**src/rtl/pcbu_pkg.sv**
```systemverilog
package pcbu_pkg;
  localparam int unsigned PCBU_AW = 12;
  localparam int unsigned PCBU_DW = 8;

  typedef enum logic [3:0] {
    OPC_SEQ    = 4'd0,
    OPC_JMP    = 4'd1,
    OPC_CALL   = 4'd2,
    OPC_RET    = 4'd3,
    OPC_SKEQ_I = 4'd4,
    OPC_SKNE_I = 4'd5,
    OPC_SKEQ_R = 4'd6,
    OPC_SKNE_R = 4'd7,
    OPC_JIDX   = 4'd8,
    OPC_SKKEY  = 4'd9,
    OPC_SKNKEY = 4'd10
  } opc_e;

  typedef enum logic [1:0] {
    STK_IDLE = 2'd0,
    STK_PUSH = 2'd1,
    STK_POP  = 2'd2
  } stk_state_e;

  function automatic logic [PCBU_AW-1:0] addr_add(input logic [PCBU_AW-1:0] a,
                                                  input logic [PCBU_AW-1:0] b);
    return a + b;
  endfunction

  function automatic logic [PCBU_AW-1:0] addr_sub(input logic [PCBU_AW-1:0] a,
                                                  input logic [PCBU_AW-1:0] b);
    return a - b;
  endfunction

  function automatic logic skip_taken(input opc_e cls,
                                      input logic [PCBU_DW-1:0] vx,
                                      input logic [PCBU_DW-1:0] vy,
                                      input logic [PCBU_DW-1:0] imm,
                                      input logic key);
    logic t;
    case (cls)
      OPC_SKEQ_I: t = (vx == imm);
      OPC_SKNE_I: t = (vx != imm);
      OPC_SKEQ_R: t = (vx == vy);
      OPC_SKNE_R: t = (vx != vy);
      OPC_SKKEY:  t = key;
      OPC_SKNKEY: t = !key;
      default:    t = 1'b0;
    endcase
    return t;
  endfunction

  function automatic logic is_skip(input opc_e cls);
    return (cls == OPC_SKEQ_I) || (cls == OPC_SKNE_I) || (cls == OPC_SKEQ_R) ||
           (cls == OPC_SKNE_R) || (cls == OPC_SKKEY) || (cls == OPC_SKNKEY);
  endfunction
endpackage

```
**src/rtl/pcbu_next.sv**
```systemverilog
module pcbu_next
  import pcbu_pkg::*;
#(
  parameter int unsigned AW   = PCBU_AW,
  parameter int unsigned DW   = PCBU_DW,
  parameter int unsigned STEP = 2
) (
  input  opc_e          cls,
  input  logic [AW-1:0] cur_pc,
  input  logic [AW-1:0] addr,
  input  logic [DW-1:0] imm,
  input  logic [DW-1:0] vx,
  input  logic [DW-1:0] vy,
  input  logic [DW-1:0] v0,
  input  logic          key,
  output logic [AW-1:0] next_pc,
  output logic [AW-1:0] seq_pc,
  output logic          halt_hit,
  output logic          want_push,
  output logic          want_pop
);
  localparam logic [AW-1:0] STEP_A = AW'(STEP);

  logic [AW-1:0] skip_pc;
  logic [AW-1:0] idx_pc;
  logic          take_skip;

  assign seq_pc    = addr_add(cur_pc, STEP_A);
  assign skip_pc   = addr_add(seq_pc, STEP_A);
  assign idx_pc    = addr_add(addr, {{(AW-DW){1'b0}}, v0});
  assign take_skip = skip_taken(cls, vx, vy, imm, key);

  always_comb begin
    next_pc = seq_pc;
    if (cls == OPC_JMP)       next_pc = addr;
    else if (cls == OPC_JIDX) next_pc = idx_pc;
    else if (is_skip(cls))    next_pc = take_skip ? skip_pc : seq_pc;
  end

  assign halt_hit  = (cls == OPC_JMP) && (addr_add(addr, STEP_A) == seq_pc);
  assign want_push = (cls == OPC_CALL);
  assign want_pop  = (cls == OPC_RET);
endmodule

```
**src/rtl/pcbu_stack.sv**
```systemverilog
module pcbu_stack
  import pcbu_pkg::*;
#(
  parameter int unsigned AW      = PCBU_AW,
  parameter int unsigned MW      = 16,
  parameter int unsigned STEP    = 2,
  parameter logic [AW-1:0] SP_INIT = 12'hFFE
) (
  input  logic          clk,
  input  logic          rst_n,
  input  logic          start_push,
  input  logic          start_pop,
  input  logic [AW-1:0] push_val,
  input  logic [AW-1:0] push_target,
  output logic          mem_req,
  output logic          mem_we,
  output logic [AW-1:0] mem_addr,
  output logic [MW-1:0] mem_wdata,
  input  logic [MW-1:0] mem_rdata,
  input  logic          mem_ack,
  output logic          busy,
  output logic          load_pc,
  output logic [AW-1:0] load_val,
  output logic [AW-1:0] sp
);
  localparam logic [AW-1:0] STEP_A = AW'(STEP);

  stk_state_e    state;
  logic [AW-1:0] req_addr;
  logic [MW-1:0] wdata_q;
  logic [AW-1:0] target_q;
  logic          unused_rdata_hi;

  assign unused_rdata_hi = ^mem_rdata[MW-1:AW];

  always_ff @(posedge clk) begin
    if (!rst_n) begin
      state    <= STK_IDLE;
      sp       <= SP_INIT;
      req_addr <= '0;
      wdata_q  <= '0;
      target_q <= '0;
    end else begin
      case (state)
        STK_IDLE: begin
          if (start_push) begin
            state    <= STK_PUSH;
            req_addr <= sp;
            wdata_q  <= {{(MW-AW){1'b0}}, push_val};
            target_q <= push_target;
          end else if (start_pop) begin
            state    <= STK_POP;
            req_addr <= addr_add(sp, STEP_A);
          end
        end
        STK_PUSH: begin
          if (mem_ack) begin
            sp    <= addr_sub(sp, STEP_A);
            state <= STK_IDLE;
          end
        end
        STK_POP: begin
          if (mem_ack) begin
            sp    <= addr_add(sp, STEP_A);
            state <= STK_IDLE;
          end
        end
        default: state <= STK_IDLE;
      endcase
    end
  end

  assign mem_req   = (state != STK_IDLE);
  assign mem_we    = (state == STK_PUSH);
  assign mem_addr  = req_addr;
  assign mem_wdata = wdata_q;
  assign busy      = (state != STK_IDLE);
  assign load_pc   = mem_ack && (state != STK_IDLE);
  assign load_val  = (state == STK_PUSH) ? target_q : mem_rdata[AW-1:0];

  AST_REQ_HELD_TO_ACK: assert property (@(posedge clk) disable iff (!rst_n)
    (mem_req && !mem_ack) |=> (mem_req && $stable(mem_addr) && $stable(mem_we) && $stable(mem_wdata)))
    else $error("request dropped or changed before ack");

  AST_SP_STRIDE: assert property (@(posedge clk) disable iff (!rst_n)
    1'b1 |=> ((sp == $past(sp)) || (sp == addr_add($past(sp), STEP_A)) ||
              (sp == addr_sub($past(sp), STEP_A))))
    else $error("stack pointer moved by other than one step");
endmodule

```
**src/rtl/pc_branch_unit.sv**
```systemverilog
module pc_branch_unit
  import pcbu_pkg::*;
#(
  parameter int unsigned AW       = PCBU_AW,
  parameter int unsigned DW       = PCBU_DW,
  parameter int unsigned MW       = 16,
  parameter int unsigned CW       = 4,
  parameter logic [AW-1:0] RESET_PC = 12'h200,
  parameter logic [AW-1:0] SP_INIT  = 12'hFFE
) (
  input  logic          clk,
  input  logic          rst_n,
  input  logic          op_valid,
  input  logic [CW-1:0] op_class,
  input  logic [AW-1:0] op_addr,
  input  logic [DW-1:0] op_imm,
  input  logic [DW-1:0] reg_x,
  input  logic [DW-1:0] reg_y,
  input  logic [DW-1:0] reg_v0,
  input  logic          key_match,
  input  logic          resume,
  output logic [AW-1:0] pc,
  output logic [AW-1:0] sp,
  output logic          paused,
  output logic          busy,
  output logic          mem_req,
  output logic          mem_we,
  output logic [AW-1:0] mem_addr,
  output logic [MW-1:0] mem_wdata,
  input  logic [MW-1:0] mem_rdata,
  input  logic          mem_ack
);
  localparam int unsigned STEP = 2;

  opc_e          cls;
  logic          issue;
  logic [AW-1:0] next_pc;
  logic [AW-1:0] seq_pc;
  logic          halt_hit;
  logic          want_push;
  logic          want_pop;
  logic          start_push;
  logic          start_pop;
  logic          stk_load;
  logic [AW-1:0] stk_val;

  assign cls   = opc_e'(op_class);
  assign issue = op_valid && !busy && !paused;

  pcbu_next #(.AW(AW), .DW(DW), .STEP(STEP)) u_next (
    .cls      (cls),
    .cur_pc   (pc),
    .addr     (op_addr),
    .imm      (op_imm),
    .vx       (reg_x),
    .vy       (reg_y),
    .v0       (reg_v0),
    .key      (key_match),
    .next_pc  (next_pc),
    .seq_pc   (seq_pc),
    .halt_hit (halt_hit),
    .want_push(want_push),
    .want_pop (want_pop)
  );

  assign start_push = issue && want_push;
  assign start_pop  = issue && want_pop;

  pcbu_stack #(.AW(AW), .MW(MW), .STEP(STEP), .SP_INIT(SP_INIT)) u_stack (
    .clk        (clk),
    .rst_n      (rst_n),
    .start_push (start_push),
    .start_pop  (start_pop),
    .push_val   (seq_pc),
    .push_target(op_addr),
    .mem_req    (mem_req),
    .mem_we     (mem_we),
    .mem_addr   (mem_addr),
    .mem_wdata  (mem_wdata),
    .mem_rdata  (mem_rdata),
    .mem_ack    (mem_ack),
    .busy       (busy),
    .load_pc    (stk_load),
    .load_val   (stk_val),
    .sp         (sp)
  );

  always_ff @(posedge clk) begin
    if (!rst_n) begin
      pc <= RESET_PC;
    end else if (stk_load) begin
      pc <= stk_val;
    end else if (issue && !want_push && !want_pop) begin
      pc <= next_pc;
    end
  end

  always_ff @(posedge clk) begin
    if (!rst_n)      paused <= 1'b0;
    else if (paused) paused <= !resume;
    else             paused <= issue && halt_hit;
  end

  AST_PAUSE_FREEZES_PC: assert property (@(posedge clk) disable iff (!rst_n)
    paused |=> (pc == $past(pc)))
    else $error("pc moved while paused");

  AST_PAUSE_STICKY: assert property (@(posedge clk) disable iff (!rst_n)
    (paused && !resume) |=> paused)
    else $error("pause cleared without resume");

  AST_JMP_TARGET: assert property (@(posedge clk) disable iff (!rst_n)
    (op_valid && !busy && !paused && op_class == CW'(OPC_JMP)) |=> (pc == $past(op_addr)))
    else $error("jump target not loaded");

  AST_SKIP_STRIDE: assert property (@(posedge clk) disable iff (!rst_n)
    (issue && is_skip(cls)) |=>
      ((pc == addr_add($past(pc), AW'(2))) || (pc == addr_add($past(pc), AW'(4)))))
    else $error("skip moved pc by an illegal amount");

  AST_BUSY_BLOCKS: assert property (@(posedge clk) disable iff (!rst_n)
    (busy && !mem_ack) |=> $stable(pc))
    else $error("pc moved while stack access pending");
endmodule

```
**config.mk**
```make
export PLATFORM = sky130hd
export DESIGN_NAME = pc_branch_unit
export DESIGN_NICKNAME = d
export VERILOG_FILES = /design/src/rtl/pcbu_pkg.sv /design/src/rtl/pcbu_next.sv /design/src/rtl/pcbu_stack.sv /design/src/rtl/pc_branch_unit.sv
export SDC_FILE = /design/constraint.sdc
export NUM_CORES = 1
export LEC_CHECK = 0
export BUFFER_PORTS_ARGS = -buffer_cell sky130_fd_sc_hd__buf_2
export CAP_MARGIN = 10
export CORE_ASPECT_RATIO = 1.2
export CORE_UTILIZATION = 58
export DETAILED_ROUTE_END_ITERATION = 10
export PLACE_DENSITY = 0.92
export SLEW_MARGIN = 20
export SYNTH_ARGS = -nofsm -noshare
export SYNTH_HDL_FRONTEND = slang
export SYNTH_SLANG_ARGS = --single-unit
```
**constraint.sdc**
```tcl
create_clock -name clk -period 4.95 [get_ports clk]
set_input_delay 0.495 -clock clk [delete_from_list [all_inputs] [get_ports clk]]
set_output_delay 0.495 -clock clk [all_outputs]
set_load 0.005 [all_outputs]
```
==> key figures <==
Timing
  – Relative slew slack: 0.290
  – Slew Limit Fails: 0
  – Tcrit/Tclk final: 0.675
  – Max frequency: about 0.30 GHz
  – Final Setup Violations: 0
  – Final worst path period need: approximately 3.3 ns
  – Tightest Pin Transition: 1.07 ns
  – Total Neg Setup Slack: 0 ns
  – RSZ-0062 raised after global routing: no
  – Worst Skew: a little over 0.01 ns
  – Hold Vio Cnt, Final: 0

Setup path
  – Reg2reg path depth: 10
  – Critical path arrival: about 3.6 ns
  – CP top delay family: simple AND/OR/NAND/NOR gates
  – Cells along the critical path: ha_1 -> nand3_1 -> xor2_1 -> nor3_1 -> nor2b_1 -> or4b_4 -> a2111oi_2 -> xnor2_1 -> o211ai_1 -> a31oi_1
  – CP startpoint kind: register
  – Critical path depth: 10
  – CP Capture Type: register
  – CP bufs+invs: 0
  – Critical Path RT: roughly 5.2 ns
  – Slowest stage delay, CP: around 0.7 ns
  – CP max FO: 16
  – CP Class: register to register
  – Worst path slowest cell: dfxtp_1

Floorplanning
  – I/O pin cnt: ~130
  – Die Span Y: between 100 and 150 microns
  – Area of the core: 8110 sq um
  – DIE WIDTH: between 80 and 90 microns
  – Die ar.: about 8700 sq um
  – Site row count: 36
  – Initial Util: 0.598

Global routing
  – Pin count of the biggest net entering global routing: 64
  – Grt ovf: 0
  – Initial antenna violation count: 0
  – Vias in the first global route: between 4000 and 5000
  – Total Routing Usage GR: 0.337
  – Global-route wire length before repair: 23100 microns

Placement
  – I/O Buffers: around 120
  – Routability congestion estimate: between 0.9 and 1
  – HPWL after detailed placement: roughly 10000 microns
  – Dpl cells: about 800

Synth
  – Seq/Total Area, Yosys: 0.252
  – Yosys cell types: 65
  – Yosys synthesis warning count: 0
  – Netlist Area Pre-Place: between 4000 and 5000 sq um
  – EDFF count, synth: 0
  – Ys flop type: dfxtp_1
  – Post-synth ARST share: 0
  – Seq cells post-synth: 61
  – Mean Syn Cell Area: between 7 and 8 sq um
  – Mapped Cells: between 600 and 700

Power
  – Leak: 2.56 nW
  – Power density over cell area: 242 nW/um^2
  – Max IR drop VDD: ~0.3 mV
  – Overall Power: about 0.0014 W

Route
  – 1st-iter DRT viols: around 380
  – Routed WL per cell: roughly 18 microns
  – Vias/cell: 6.25
  – Final wirelength: ~14000 microns
  – # DRC: 0
  – Antenna Nets Post-Route: 0
  – Drt pass-1 iters: 5
  – Vias: a little over 5000

Run status
  – Status: finished, final reports clean

Cells and area
  – Nets: around 800
  – Antenna cells: 0
  – Final core utilization: 0.690
  – Post-Layout Cell Count: roughly 800
  – Area Overhead vs Synth: 15.2%
  – Layout cells sized above 1: 0.224

Clock network
  – Setup bufs post-CTS: 0
  – TritonCTS clock tree: built
  – CTS Hold Buffers Added: 0
  – Clock tree buffer depth: 2
  – Clock transition at the registers of the reported paths: ~0.070 ns
  – H-tree Lvls: 3
  – Worst-skew pair later-pin latency: 0.35 ns
  – Clock sink count: between 60 and 70
  – Total CTS buffers: 9
  – Clk Tree Root Cell: clkbuf_8
  – # resized after CTS: 0

Worst hold path
  – Hold Path Class: primary input to register
  – Hold Crit Depth: 3

Run
  – Max-cap violations: 0
==> per-layer routing <==
metal | global-route usage | vias up | wire length [microns]
met4 | 0.200 | 0 | 777
met2 | 0.582 | 283 | 6900
met1 | 0.390 | 2333 | 5490
met3 | 0.0630 | 61 | 1010
met5 | 0 | - | 0
li1 | - | 2387 | -
==> worst register-to-register path, delay by kind of cell, from the launching register on <==
family                     cells  cell delay [ns]
AOI/OAI and AO/OA              3             0.67
xor gates and xnor gates       2             0.41
adders and majority gates      1             0.33
and+or+nand+nor                4             1.15
DFF                            1             0.71
==> cells in the final DEF (no fill, tap or decap), types with 8 or more instances in the layout <==
master	netlist	final
nor3_1	17	16
inv_1	22	22
dfxtp_1	61	61
nand4_1	9	9
a21boi_0	14	14
o21ai_0	30	30
or3_1	11	11
buf_2	2	115
ha_1	16	16
clkbuf_8	0	10
nor2_1	27	27
nor2b_1	11	11
mux2_2	8	8
nand2_1	88	88
mux2i_1	15	15
a21oi_1	32	32
o211a_1	22	22
nand3_1	26	26
o211ai_1	10	10
xor2_1	30	30
xnor2_1	41	41
==> cells by family (layout without fill, tap and decap cells) <==
group | count (synthesis) | after routing | share of synthesized area
and+or+nand+nor | 222 | 222 | 0.226
AOI/OAI and AO/OA | 156 | 156 | 0.228
DFF | 61 | 61 | 0.252
other | 1 | 6 | 0.000773
muxes | 24 | 24 | 0.0518
buffers and inverters | 69 | 158 | 0.0686
adders and majority gates | 17 | 17 | 0.0454
xor gates and xnor gates | 71 | 71 | 0.128
==> area by class of cell <==
type | count | area, sq um
clock inverters | 5 | 81.3
multi-input cells | 496 | 3330
fillers | 684 | 2520
flip-flops and latches | 61 | 1220
well taps | 95 | 119
repair buffers | 120 | 613
clock buffers | 11 | 141
inverters | 22 | 82.6
==> flip-flops by register name (all words and copies together), names as in the netlist <==
signal             flops
paused                 1
u_stack.mem_wdata     12
u_stack.sp            11
u_stack.target_q      12
u_stack.mem_addr      11
u_stack.state          2
pc                    12
==> final timing paths <==
check | startpoint | to | slack [ns]
max | pc[1] | pc[11] | 1.61
min | op_addr[0] | u_stack.target_q[0] | 0.45
max reg2reg | pc[1] | pc[11] | 1.61
min reg2reg | u_stack.target_q[0] | u_stack.target_q[0] | 0.47
==> report_power, final <==
part,internal [W],switching [W],total (W)
registers,0.000507,0.0000261,0.000533
logic,0.000131,0.000175,0.000306
clock network,0.000298,0.000215,0.000514
total,0.000936,0.000417,0.00135
==> synthesized netlist by cell type, types with 8 or more instances <==
master,instances,share of area
or3_1,11,0.014
buf_4,15,0.023
nor2b_1,11,0.014
o211ai_1,10,0.015
mux2_2,8,0.019
xor2_1,30,0.054
mux2i_1,15,0.031
nor2_1,27,0.021
clkbuf_1,26,0.020
xnor2_1,41,0.074
nor3_1,17,0.018
inv_1,22,0.017
nand4_1,9,0.012
nand2_1,88,0.068
a21boi_0,14,0.022
dfxtp_1,61,0.25
o21ai_0,30,0.031
o211a_1,22,0.045
a21oi_1,32,0.033
ha_1,16,0.041
nand3_1,26,0.027
==> stage by stage <==
stage / instance area (sq um) / setup WS (ns) / hold slack (ns)
after global routing: 5590 / 1.42 / 0.453
after CTS: 5590 / 1.64 / 0.443
after floorplan: 4870 / 2.26 / 0.440
after detailed placement: 5360 / 1.69 / 0.463
after global placement: 5360 / 1.71 / 0.450
final: 5590 / 1.61 / 0.448
(Power assumes the default switching activity.)
